`src/rtl/irq_resp_pkg.sv`:
```
package irq_resp_pkg;
  parameter int unsigned IRQ_DW = 8;
  parameter int unsigned IRQ_AW = 2 * IRQ_DW;

  typedef enum logic [1:0] {
    IM_OPCODE = 2'd0,
    IM_FIXED  = 2'd1,
    IM_TABLE  = 2'd2
  } irq_mode_e;

  typedef enum logic [2:0] {
    S_IDLE,
    S_ACK,
    S_INJ,
    S_VWAIT,
    S_PUSH,
    S_LOAD
  } irq_state_e;

  // Mode-select decode: the upper bit picks the table style.
  function automatic irq_mode_e decode_mode(input logic [1:0] sel);
    if (sel[1])      return IM_TABLE;
    else if (sel[0]) return IM_FIXED;
    else             return IM_OPCODE;
  endfunction

  // Table pointer: page in the high byte, even entry chosen by the device byte.
  function automatic logic [IRQ_AW-1:0] table_ptr(input logic [IRQ_DW-1:0] page,
                                                  input logic [IRQ_DW-1:0] dbyte);
    return {page, dbyte[IRQ_DW-1:1], 1'b0};
  endfunction

  // Second table byte: the pointer is even, so the step never carries.
  function automatic logic [IRQ_AW-1:0] table_ptr_hi(input logic [IRQ_AW-1:0] ptr);
    return ptr | IRQ_AW'(1);
  endfunction
endpackage

```
`src/rtl/irq_nmi_edge.sv`:
```
module irq_nmi_edge (
  input  logic clk,
  input  logic rst_n,
  input  logic nmi_req,
  input  logic nmi_take,
  output logic nmi_pend
);
  logic nmi_prev;
  logic nmi_rise;

  assign nmi_rise = nmi_req && !nmi_prev;

  always_ff @(posedge clk or negedge rst_n) begin
    if (!rst_n) begin
      nmi_prev <= 1'b0;
      nmi_pend <= 1'b0;
    end else begin
      nmi_prev <= nmi_req;
      if (nmi_rise)      nmi_pend <= 1'b1;
      else if (nmi_take) nmi_pend <= 1'b0;
    end
  end

  // a latched request survives until it is taken
  p_nmi_hold_r8: assert property (@(posedge clk) disable iff (!rst_n)
    nmi_pend && !nmi_take |=> nmi_pend);

  // a held level does not re-arm after service
  p_nmi_level_once_r12: assert property (@(posedge clk) disable iff (!rst_n)
    nmi_take && nmi_req && $past(nmi_req) |=> !nmi_pend);
endmodule

```
`src/rtl/irq_enable_ctl.sv`:
```
module irq_enable_ctl (
  input  logic clk,
  input  logic rst_n,
  input  logic mask_take,
  input  logic nmi_take,
  input  logic ie_set,
  input  logic ie_clr,
  input  logic ie_restore,
  output logic ie_flag,
  output logic ie_saved
);
  always_ff @(posedge clk or negedge rst_n) begin
    if (!rst_n) begin
      ie_flag  <= 1'b0;
      ie_saved <= 1'b0;
    end else if (nmi_take) begin
      ie_saved <= ie_flag;
      ie_flag  <= 1'b0;
    end else if (mask_take) begin
      ie_flag  <= 1'b0;
    end else if (ie_restore) begin
      ie_flag  <= ie_saved;
    end else if (ie_set) begin
      ie_flag  <= 1'b1;
    end else if (ie_clr) begin
      ie_flag  <= 1'b0;
    end
  end

  // acceptance of a maskable request leaves the flag clear
  p_mask_clears_r10: assert property (@(posedge clk) disable iff (!rst_n)
    mask_take |=> !ie_flag);

  // the flag only rises on an explicit set or restore
  p_flag_rise_r10: assert property (@(posedge clk) disable iff (!rst_n)
    $rose(ie_flag) |-> $past(ie_set) || $past(ie_restore));

  // the non-maskable path saves and clears
  p_nmi_save_r11: assert property (@(posedge clk) disable iff (!rst_n)
    nmi_take |=> !ie_flag && (ie_saved == $past(ie_flag)));
endmodule

```
`src/rtl/irq_vec_fetch.sv`:
```
module irq_vec_fetch
  import irq_resp_pkg::*;
(
  input  logic              clk,
  input  logic              rst_n,
  input  logic              start,
  input  logic [IRQ_DW-1:0] page,
  input  logic [IRQ_DW-1:0] dbyte,
  output logic              mem_req,
  output logic [IRQ_AW-1:0] mem_addr,
  input  logic              mem_ack,
  input  logic [IRQ_DW-1:0] mem_rdata,
  output logic              done,
  output logic [IRQ_AW-1:0] vec
);
  typedef enum logic [1:0] {F_IDLE, F_LO, F_HI} fetch_state_e;

  fetch_state_e      st;
  logic [IRQ_AW-1:0] ptr_q;
  logic [IRQ_DW-1:0] lo_q;

  always_ff @(posedge clk or negedge rst_n) begin
    if (!rst_n) begin
      st    <= F_IDLE;
      ptr_q <= '0;
      lo_q  <= '0;
    end else begin
      case (st)
        F_IDLE: if (start) begin
          ptr_q <= table_ptr(page, dbyte);
          st    <= F_LO;
        end
        F_LO: if (mem_ack) begin
          lo_q <= mem_rdata;
          st   <= F_HI;
        end
        F_HI: if (mem_ack) st <= F_IDLE;
        default: st <= F_IDLE;
      endcase
    end
  end

  assign mem_req  = (st != F_IDLE);
  assign mem_addr = (st == F_HI) ? table_ptr_hi(ptr_q) : ptr_q;
  assign done     = (st == F_HI) && mem_ack;
  assign vec      = {mem_rdata, lo_q};

  // request and address hold until the memory answers
  p_req_hold_r6: assert property (@(posedge clk) disable iff (!rst_n)
    mem_req && !mem_ack |=> mem_req && $stable(mem_addr));

  // the second read follows the first at the odd neighbour address
  p_hi_follows_lo_r6: assert property (@(posedge clk) disable iff (!rst_n)
    mem_req && mem_ack && !mem_addr[0] |=> mem_req && mem_addr[0]
      && (mem_addr[IRQ_AW-1:1] == $past(mem_addr[IRQ_AW-1:1])));
endmodule

```
`src/rtl/irq_resp_ctrl.sv`:
```
module irq_resp_ctrl
  import irq_resp_pkg::*;
#(
  parameter logic [IRQ_AW-1:0] FIXED_VEC = 16'h0038,
  parameter logic [IRQ_AW-1:0] NMI_VEC   = 16'h0066
) (
  input  logic              clk,
  input  logic              rst_n,
  input  logic              insn_end,
  input  logic              int_req,
  input  logic              nmi_req,
  input  logic [1:0]        mode_sel,
  input  logic              ie_set,
  input  logic              ie_clr,
  input  logic              ie_restore,
  input  logic [IRQ_DW-1:0] vec_page,
  input  logic [IRQ_DW-1:0] dev_byte,
  output logic              int_ack,
  output logic              inj_valid,
  output logic [IRQ_DW-1:0] inj_opcode,
  output logic              push_pc,
  output logic              pc_load,
  output logic [IRQ_AW-1:0] pc_target,
  output logic              mem_req,
  output logic [IRQ_AW-1:0] mem_addr,
  input  logic              mem_ack,
  input  logic [IRQ_DW-1:0] mem_rdata,
  output logic              ie_flag,
  output logic              ie_saved
);
  irq_state_e        state;
  irq_mode_e         mode_q;
  logic              is_nmi_q;
  logic [IRQ_AW-1:0] target_q;
  logic [IRQ_DW-1:0] opcode_q;

  // Named internal events
  logic              at_boundary;
  logic              nmi_pend;
  logic              nmi_take;
  logic              mask_take;
  logic              fetch_start;
  logic              fetch_done;
  logic [IRQ_AW-1:0] fetch_vec;

  assign at_boundary = insn_end && (state == S_IDLE);
  assign nmi_take    = at_boundary && nmi_pend;
  assign mask_take   = at_boundary && !nmi_pend && int_req && ie_flag;
  assign fetch_start = (state == S_ACK) && (mode_q == IM_TABLE);

  irq_nmi_edge u_nmi (
    .clk      (clk),
    .rst_n    (rst_n),
    .nmi_req  (nmi_req),
    .nmi_take (nmi_take),
    .nmi_pend (nmi_pend)
  );

  irq_enable_ctl u_ie (
    .clk        (clk),
    .rst_n      (rst_n),
    .mask_take  (mask_take),
    .nmi_take   (nmi_take),
    .ie_set     (ie_set),
    .ie_clr     (ie_clr),
    .ie_restore (ie_restore),
    .ie_flag    (ie_flag),
    .ie_saved   (ie_saved)
  );

  irq_vec_fetch u_fetch (
    .clk       (clk),
    .rst_n     (rst_n),
    .start     (fetch_start),
    .page      (vec_page),
    .dbyte     (dev_byte),
    .mem_req   (mem_req),
    .mem_addr  (mem_addr),
    .mem_ack   (mem_ack),
    .mem_rdata (mem_rdata),
    .done      (fetch_done),
    .vec       (fetch_vec)
  );

  always_ff @(posedge clk or negedge rst_n) begin
    if (!rst_n) begin
      state    <= S_IDLE;
      mode_q   <= IM_OPCODE;
      is_nmi_q <= 1'b0;
      target_q <= '0;
      opcode_q <= '0;
    end else begin
      case (state)
        S_IDLE: begin
          if (nmi_take) begin
            is_nmi_q <= 1'b1;
            target_q <= NMI_VEC;
            state    <= S_PUSH;
          end else if (mask_take) begin
            is_nmi_q <= 1'b0;
            mode_q   <= decode_mode(mode_sel);
            state    <= S_ACK;
          end
        end
        S_ACK: begin
          opcode_q <= dev_byte;
          case (mode_q)
            IM_OPCODE: state <= S_INJ;
            IM_FIXED: begin
              target_q <= FIXED_VEC;
              state    <= S_PUSH;
            end
            default:   state <= S_VWAIT;
          endcase
        end
        S_INJ:   state <= S_IDLE;
        S_VWAIT: if (fetch_done) begin
          target_q <= fetch_vec;
          state    <= S_PUSH;
        end
        S_PUSH:  state <= S_LOAD;
        S_LOAD:  state <= S_IDLE;
        default: state <= S_IDLE;
      endcase
    end
  end

  assign int_ack    = (state == S_ACK);
  assign inj_valid  = (state == S_INJ);
  assign inj_opcode = opcode_q;
  assign push_pc    = (state == S_PUSH);
  assign pc_load    = (state == S_LOAD);
  assign pc_target  = target_q;

  // an acknowledge only follows an enabled boundary
  p_ack_from_boundary_r2: assert property (@(posedge clk) disable iff (!rst_n)
    $rose(int_ack) |-> $past(insn_end) && $past(ie_flag) && $past(int_req));

  // no enable, no acknowledge
  p_no_ack_disabled_r3: assert property (@(posedge clk) disable iff (!rst_n)
    !ie_flag && !nmi_pend |=> !int_ack);

  // the injected opcode comes right after the acknowledge
  p_inj_after_ack_r4: assert property (@(posedge clk) disable iff (!rst_n)
    inj_valid |-> $past(int_ack) && !push_pc && !pc_load);

  // the fixed mode target
  p_fixed_target_r5: assert property (@(posedge clk) disable iff (!rst_n)
    pc_load && !is_nmi_q && (mode_q == IM_FIXED) |-> pc_target == FIXED_VEC);

  // push precedes the load by one cycle
  p_push_then_load_r7: assert property (@(posedge clk) disable iff (!rst_n)
    push_pc |=> pc_load && !push_pc);

  p_load_after_push_r7: assert property (@(posedge clk) disable iff (!rst_n)
    pc_load |-> $past(push_pc));

  // the non-maskable target
  p_nmi_target_r8: assert property (@(posedge clk) disable iff (!rst_n)
    pc_load && is_nmi_q |-> pc_target == NMI_VEC);

  // a pending non-maskable request blocks the acknowledge
  p_nmi_first_r9: assert property (@(posedge clk) disable iff (!rst_n)
    at_boundary && nmi_pend |=> !int_ack && push_pc);
endmodule

```
`config.mk`:
```
export PLATFORM = sky130hd
export DESIGN_NAME = irq_resp_ctrl
export DESIGN_NICKNAME = d
export VERILOG_FILES = /design/src/rtl/irq_resp_pkg.sv /design/src/rtl/irq_nmi_edge.sv /design/src/rtl/irq_enable_ctl.sv /design/src/rtl/irq_vec_fetch.sv /design/src/rtl/irq_resp_ctrl.sv
export SDC_FILE = /design/constraint.sdc
export NUM_CORES = 1
export LEC_CHECK = 0
export ABC_CLOCK_PERIOD_IN_PS = 1800
export CAP_MARGIN = 20
export CORE_MARGIN = 2
export CORE_UTILIZATION = 40
export CTS_CLUSTER_DIAMETER = 60
export DETAILED_ROUTE_END_ITERATION = 8
export PLACE_DENSITY_LB_ADDON = 0.25
export SETUP_SLACK_MARGIN = 0.3
export SLEW_MARGIN = 5
export SYNTH_ARGS = -nofsm -noshare
export SYNTH_HDL_FRONTEND = slang
export SYNTH_SLANG_ARGS = --single-unit
export TNS_END_PERCENT = 5
```
`constraint.sdc`:
```
create_clock -name clk -period 1.8 [get_ports clk]
set_input_delay 0.54 -clock clk [delete_from_list [all_inputs] [get_ports clk]]
set_output_delay 0.54 -clock clk [all_outputs]
set_load 0.01 [all_outputs]
```
==> impl_metrics.py, run 1 <==
metrics = {
    "outcome": {
        "status": "finished with violations",
        "failed_checks": "setup timing",
    },
    "clock_network": {
        "cts.sink_count": 58,
        "h-tree-depth": 3,
        "path_clk_slew_ns": 0.06,
        "cts-root-buf": "clkbuf_8",
        "cts_tree": "built",
        "cts_buffers": 9,
        "clock_tree.buffer_depth": 2,
        "cts_hold_buf": 0,
        "clk_latency_ns": 0.33,
    },
    "worst_setup_path": {
        "cp_max_fo": 8,
        "worstSetupPathType": "reg -> reg",
        "worst-r2r-cell-count": 6,
        "cp.required_ns": 2.02,
        "worstSetupStartpointType": "register",
        "end_kind": "register",
        "cp_data_arrival_time_ns": 2.03,
    },
    "pwr": {
        "p_int_uw": 3750,
        "swShare_pct": 33.9,
        "power_leakage_uw": 0.00168,
        "p_total_uw": 5670,
        "clkPwrFrac_pct": 19.7,
        "ir_drop_mv": 0.980,
        "p_per_area_nw_per_um2": 1620,
        "combPwrFrac_pct": 43.4,
        "p_seq_share_pct": 36.8,
        "switchingPower_uw": 1920,
    },
    "logic_synthesis": {
        "synth-edff-count": 0,
        "synth_area_per_cell_sq_um": 13.2,
        "synth_ff_type": "dfrtp_1",
        "async_flop_share_pct": 100,
        "seq_area_frac_synth_pct": 61.4,
        "synth_cell_types": 32,
        "syn_nets": 214,
        "synth_top_area_share_pct": 61.4,
        "syn_inst": 179,
        "synth_area_leader_cell": "dfrtp_1",
        "ys_top_cells_by_area": "dfrtp_1, mux2_2, a22o_1",
        "ys_seq_elements": 58,
        "netlist_area_sq_um": 2360,
        "ys_warn_count": 0,
    },
    "route": {
        "ant_nets": 0,
        "wl_met3_um": 498,
        "wl_per_cell_um": 15.5,
        "viasPerCell": 5.07,
        "wl_met1_um": 2260,
        "drtIter0Drc": 72,
        "vias": 1856,
        "dr.pass1.iters": 4,
        "drt_wl_total_um": 5670,
        "met2_length_um": 2820,
        "drc_errors": 0,
        "dr.max_layer_used": "met4",
    },
    "job": {
        "maxCapViolations": 0,
    },
    "global_routing": {
        "grt_pass1_wl_um": 9360,
        "grt_max_degree": 59,
        "grt.total_usage_pct": 19.4,
        "antenna_found_initial": 0,
        "overflow": 0,
        "grt_pass1_vias": 1998,
    },
    "placement": {
        "io_buffers": 81,
        "dp_hpwl_um": 3700,
        "placed_cell_area_sq_um": 3410,
        "gp_congestion": 0.901,
    },
    "floorplan": {
        "rows": 27,
        "core_area_sq_um": 5610,
        "die_x_um": 80.9,
        "die-area_sq_um": 6540,
        "die_h_um": 80.9,
        "io_pins": 82,
        "initial_utilization_pct": 42.1,
    },
    "cells_and_area": {
        "fin_nets": 325,
        "syn_to_final_growth_pct": 48.2,
        "final_cell_mix": "dfrtp_1, mux2_2, clkdlybuf4s50_1",
        "drive_gt1_share_pct": 46.9,
        "insertedDiodeCount": 0,
        "design_area_sq_um": 3500,
        "final_common_cell": "dfrtp_1",
    },
    "timing": {
        "fmax_mhz": 550,
        "hold_viol": 0,
        "slew_violations": 0,
        "max-slew-margin-rel_pct": 74.4,
        "grt_setup_unrepaired": "yes",
        "worst_slack_ns": -0.0173,
        "min_period_over_period_pct": 101,
        "period_needed_ns": 1.82,
        "setup_violations": 5,
        "worstMarginPinSlew_ns": 0.382,
        "fin_worst_skew_ns": 0.00747,
    },
    "hold_path": {
        "hold_path.class": "in -> async",
    },
}
[registers in the layout, summed over array words and instances (netlist names)]
signal and count:
state 3, u_nmi.nmi_pend 1, u_ie.ie_flag 1, u_fetch.ptr_q 15, pc_target 16, u_nmi.nmi_prev 1, u_fetch.lo_q 8, u_fetch.st 2
mode_q 2, u_ie.ie_saved 1, inj_opcode 8
[worst max-delay path: stages (launching register included)]
cell and delay, ns:
dfrtp_1 0.38, or2b_1 0.22, buf_4 0.13, buf_6 0.09
nor2_4 0.04, or4_4 0.60, a22o_1 0.24
[metrics by stage]
step	TNS, ns	setup slack [ns]	hold slack (ns)	instances	util [%]
final	-0.0601	-0.0173	0.194	366	62.4
after global routing	-0.748	-0.0812	0.210	366	62.4
after CTS	-0.229	-0.0413	0.203	366	64.6
after detailed placement	-5.49	-0.309	0.424	346	60.7
after global placement	-4.85	-0.286	0.405	346	60.7
after floorplan	0	0.136	0.244	179	-
[kinds of logic (layout without fill, tap and decap cells)]
logic type / Yosys count / count (layout) / share of synthesized area, %
flip-flops: 58 / 58 / 61.4
AO/OA/AOI/OAI: 33 / 33 / 9.85
multiplexers: 34 / 34 / 16.2
AND/OR/NAND/NOR: 36 / 37 / 8.95
buffers and inverters: 18 / 132 / 3.60
[worst paths after layout]
| path | start | end | slack, ns |
|---|---|---|---|
| max | state[0]$_DFFE_PN0P_ | pc_target[3]$_DFFE_PN0P_ | -0.02 |
| min | rst_n | u_ie.ie_flag$_DFFE_PN0P_ | 0.19 |
| max reg2reg | state[0]$_DFFE_PN0P_ | pc_target[3]$_DFFE_PN0P_ | -0.02 |
| min reg2reg | u_nmi.nmi_prev$_DFF_PN0_ | u_nmi.nmi_pend$_DFFE_PN0P_ | 0.43 |
| max in group asynchronous | rst_n | pc_target[3]$_DFFE_PN0P_ | 1.34 |
| min in group clk | u_nmi.nmi_prev$_DFF_PN0_ | u_nmi.nmi_pend$_DFFE_PN0P_ | 0.43 |
[what timing repair did]
action,4_1_cts,5_1_grt
gates resized for setup,159,29
pin swaps,9,5
gates cloned,1,0
buffers inserted,4,0
endpoints found under the setup margin,97,76
[final cells by class]
cell class | count | area [sq um]
Tap cell | 72 | 90.1
Multi-Input combinational cell | 104 | 901
Inverter | 11 | 43.8
Clock buffer | 13 | 179
Fill cell | 472 | 2110
Timing Repair Buffer | 106 | 826
Clock inverter | 2 | 10.0
Sequential cell | 58 | 1450
[Yosys cell counts (3+ instances only)]
cell type,instances
dfrtp_1,58
mux2_2,34
a22o_1,12
inv_1,10
nand2_1,10
o21ai_0,8
a21oi_1,4
a22oi_1,4
nor3_1,4
clkbuf_1,3
nand2b_1,3
nor2_1,3
nor2b_1,3
[layer usage]
layer,up-vias,track usage [%]
met1,920,21.8
met4,0,8.47
li1,864,-
met3,9,9.11
met2,63,31.6
met5,-,0
[power by group through the flow]
stage	sequential [uW]	clock [uW]	combinational, uW
after floorplan	2230	0	1130
after global placement	2090	0	2480
after detailed placement	2120	0	2520
after CTS	2090	1160	2580
after global routing	2150	1210	2670
final	2090	1120	2460
No activity file was read; power rests on OpenSTA's default activity.
==> run 2: changes to the inputs <==
--- a/config.mk
+++ b/config.mk
@@ -7,6 +7,7 @@
 export LEC_CHECK = 0
 export ABC_CLOCK_PERIOD_IN_PS = 1800
 export CAP_MARGIN = 20
+export CORE_ASPECT_RATIO = 0.5
 export CORE_MARGIN = 2
 export CORE_UTILIZATION = 40
 export CTS_CLUSTER_DIAMETER = 60
@@ -17,4 +18,4 @@
 export SYNTH_ARGS = -nofsm -noshare
 export SYNTH_HDL_FRONTEND = slang
 export SYNTH_SLANG_ARGS = --single-unit
-export TNS_END_PERCENT = 5
+export TNS_END_PERCENT = 30
==> impl_metrics.py, run 2 (same netlist as run 1, synthesis figures left out) <==
metrics = {
    "cells_and_area": {
        "fin_nets": 330,
        "drive_gt1_share_pct": 37.3,
        "syn_to_final_growth_pct": 73.0,
        "insertedDiodeCount": 0,
        "final_core_util_pct": 73.2,
        "multi_input_area_sq_um": 995,
        "fillers": 373,
        "final_common_cell": "dfrtp_1",
        "seq_area_sq_um": 1450,
        "largest_reg_flops": 16,
        "final_cell_mix": "dfrtp_1, dlymetal6s2s_1, clkdlybuf4s50_1",
        "design_area_sq_um": 4090,
        "fin_cells": 373,
    },
    "placement": {
        "placed_cell_area_sq_um": 3380,
        "dp_hpwl_um": 3720,
        "post-place-cells": 344,
        "io_buffers": 81,
        "gp_congestion": 0.798,
    },
    "floorplan": {
        "die_h_um": 58.4,
        "die-area_sq_um": 6580,
        "rows": 19,
        "core_area_sq_um": 5590,
        "initial_utilization_pct": 42.3,
        "die_x_um": 113,
        "io_pins": 82,
    },
    "worst_setup_path": {
        "worst-path-stages": 3,
        "crit_buf_inv": 1,
        "cp.required_ns": 1.26,
        "cp_data_arrival_time_ns": 1.26,
        "crit_slowest_cell": "dfrtp_2",
        "cp_max_fo": 4,
        "path_cells": "or2b_1, nor2_4, buf_6",
        "rrSetupSlack_ns": 0.03,
        "slowest_delay_ns": 0.44,
        "worstSetupStartpointType": "register",
        "end_kind": "output pin",
        "r2r-end": "u_fetch.ptr_q[8]$_DFFE_PN0P_",
        "worst-r2r-cell-count": 6,
        "r2r-start": "u_fetch.st[1]$_DFFE_PN0P_",
        "path_delay_family": "flip-flops",
        "worstSetupPathType": "reg -> out",
    },
    "pwr": {
        "ir_drop_mv": 0.986,
        "switchingPower_uw": 2110,
        "p_seq_share_pct": 30.4,
        "clkPwrFrac_pct": 25.9,
        "power_leakage_uw": 0.00230,
        "p_per_area_nw_per_um2": 1700,
        "p_int_uw": 4830,
        "swShare_pct": 30.5,
        "combPwrFrac_pct": 43.6,
    },
    "timing": {
        "max-slew-margin-rel_pct": 70.3,
        "min_period_over_period_pct": 100,
        "grt_setup_unrepaired": "yes",
        "period_needed_ns": 1.80,
        "fin_worst_skew_ns": 0.00444,
        "fin_tns_setup_ns": -0.00353,
        "slew_violations": 0,
        "worstMarginPinSlew_ns": 0.445,
        "hold_viol": 0,
        "worst_slack_ns": -0.00353,
        "setup_violations": 1,
        "fmax_mhz": 554,
    },
    "route": {
        "wl_per_cell_um": 16.3,
        "vias": 1891,
        "dr.pass1.iters": 4,
        "drc_errors": 0,
        "ant_nets": 0,
        "drtIter0Drc": 39,
        "drt_wl_total_um": 6070,
        "viasPerCell": 5.07,
    },
    "global_routing": {
        "grt_pass1_wl_um": 9450,
        "grt.total_usage_pct": 19.1,
        "antenna_found_initial": 0,
        "overflow": 0,
        "grt_pass1_vias": 1959,
        "grt_max_degree": 41,
    },
    "outcome": {
        "status": "finished with violations",
        "failed_checks": "setup timing",
    },
    "hold_path": {
        "hold_path.class": "in -> async",
    },
    "clock_network": {
        "path_clk_slew_ns": 0.05,
        "cts-root-buf": "clkbuf_16",
        "cts.sink_count": 58,
        "h-tree-depth": 3,
        "clock_tree.buffer_depth": 2,
        "clk_latency_ns": 0.32,
        "cts_buffers": 9,
        "cts_tree": "built",
    },
    "job": {
        "maxCapViolations": 0,
    },
}
[run 2: metal layers]
metal  track usage, %  wire [um]  up-vias
met5                0          0        -
met4             9.06         79        0
met3             8.03        345        9
met2             31.2       3080       52
met1             22.6       2560      956
li1                 -          -      874
[run 2: worst max path at each step]
stage	start	end
after floorplan	u_fetch.st[0]$_DFFE_PN0P_	pc_target[10]$_DFFE_PN0P_
after global placement	mem_ack	pc_target[4]$_DFFE_PN0P_
after detailed placement	mem_ack	pc_target[4]$_DFFE_PN0P_
after CTS	state[1]$_DFFE_PN0P_	int_ack
after global routing	state[1]$_DFFE_PN0P_	int_ack
final	state[1]$_DFFE_PN0P_	int_ack
[run 2: timing repair]
action | in CTS | in global routing
hold buffers | 0 | 0
cloned | 1 | 0
pin swaps | 7 | 14
setup endpoints to repair | 89 | 97
gates resized for setup | 52 | 77
setup buffers | 9 | 3
[run 2: area by class of cell]
class	instances	area share (%)
repair buffers	111	29.0
clock buffers	11	5.94
inverters	11	1.07
clock inverters	5	1.90
flip-flops and latches	58	35.6
multi-input cells	104	24.3
well taps	73	2.23
[run 2: power by group through the flow]
stage / Sequential, uW / Combinational, uW / Clock, uW
2_1_floorplan: 2230 / 1130 / 0
3_3_place_gp: 2090 / 2420 / 0
3_5_place_dp: 2120 / 2490 / 0
4_1_cts: 2090 / 2820 / 1850
5_1_grt: 2170 / 3250 / 1910
6_report: 2110 / 3030 / 1800
[run 2: worst reg2reg max path: stages, from the launching register on]
cell and delay [ns]:
dfrtp_1 0.41, buf_6 0.13, or2_4 0.25, buf_6 0.12
nor3_4 0.21, nand2_8 0.19, mux2_4 0.34
[run 2: through the flow]
stage	power, uW	hold slack (ns)	setup slack, ns
after CTS	6770	0.165	0.00400
after global placement	4510	0.405	-0.315
after detailed placement	4610	0.418	-0.327
after global routing	7330	0.181	-0.0504
after floorplan	3360	0.244	0.136
final	6940	0.163	-0.00353
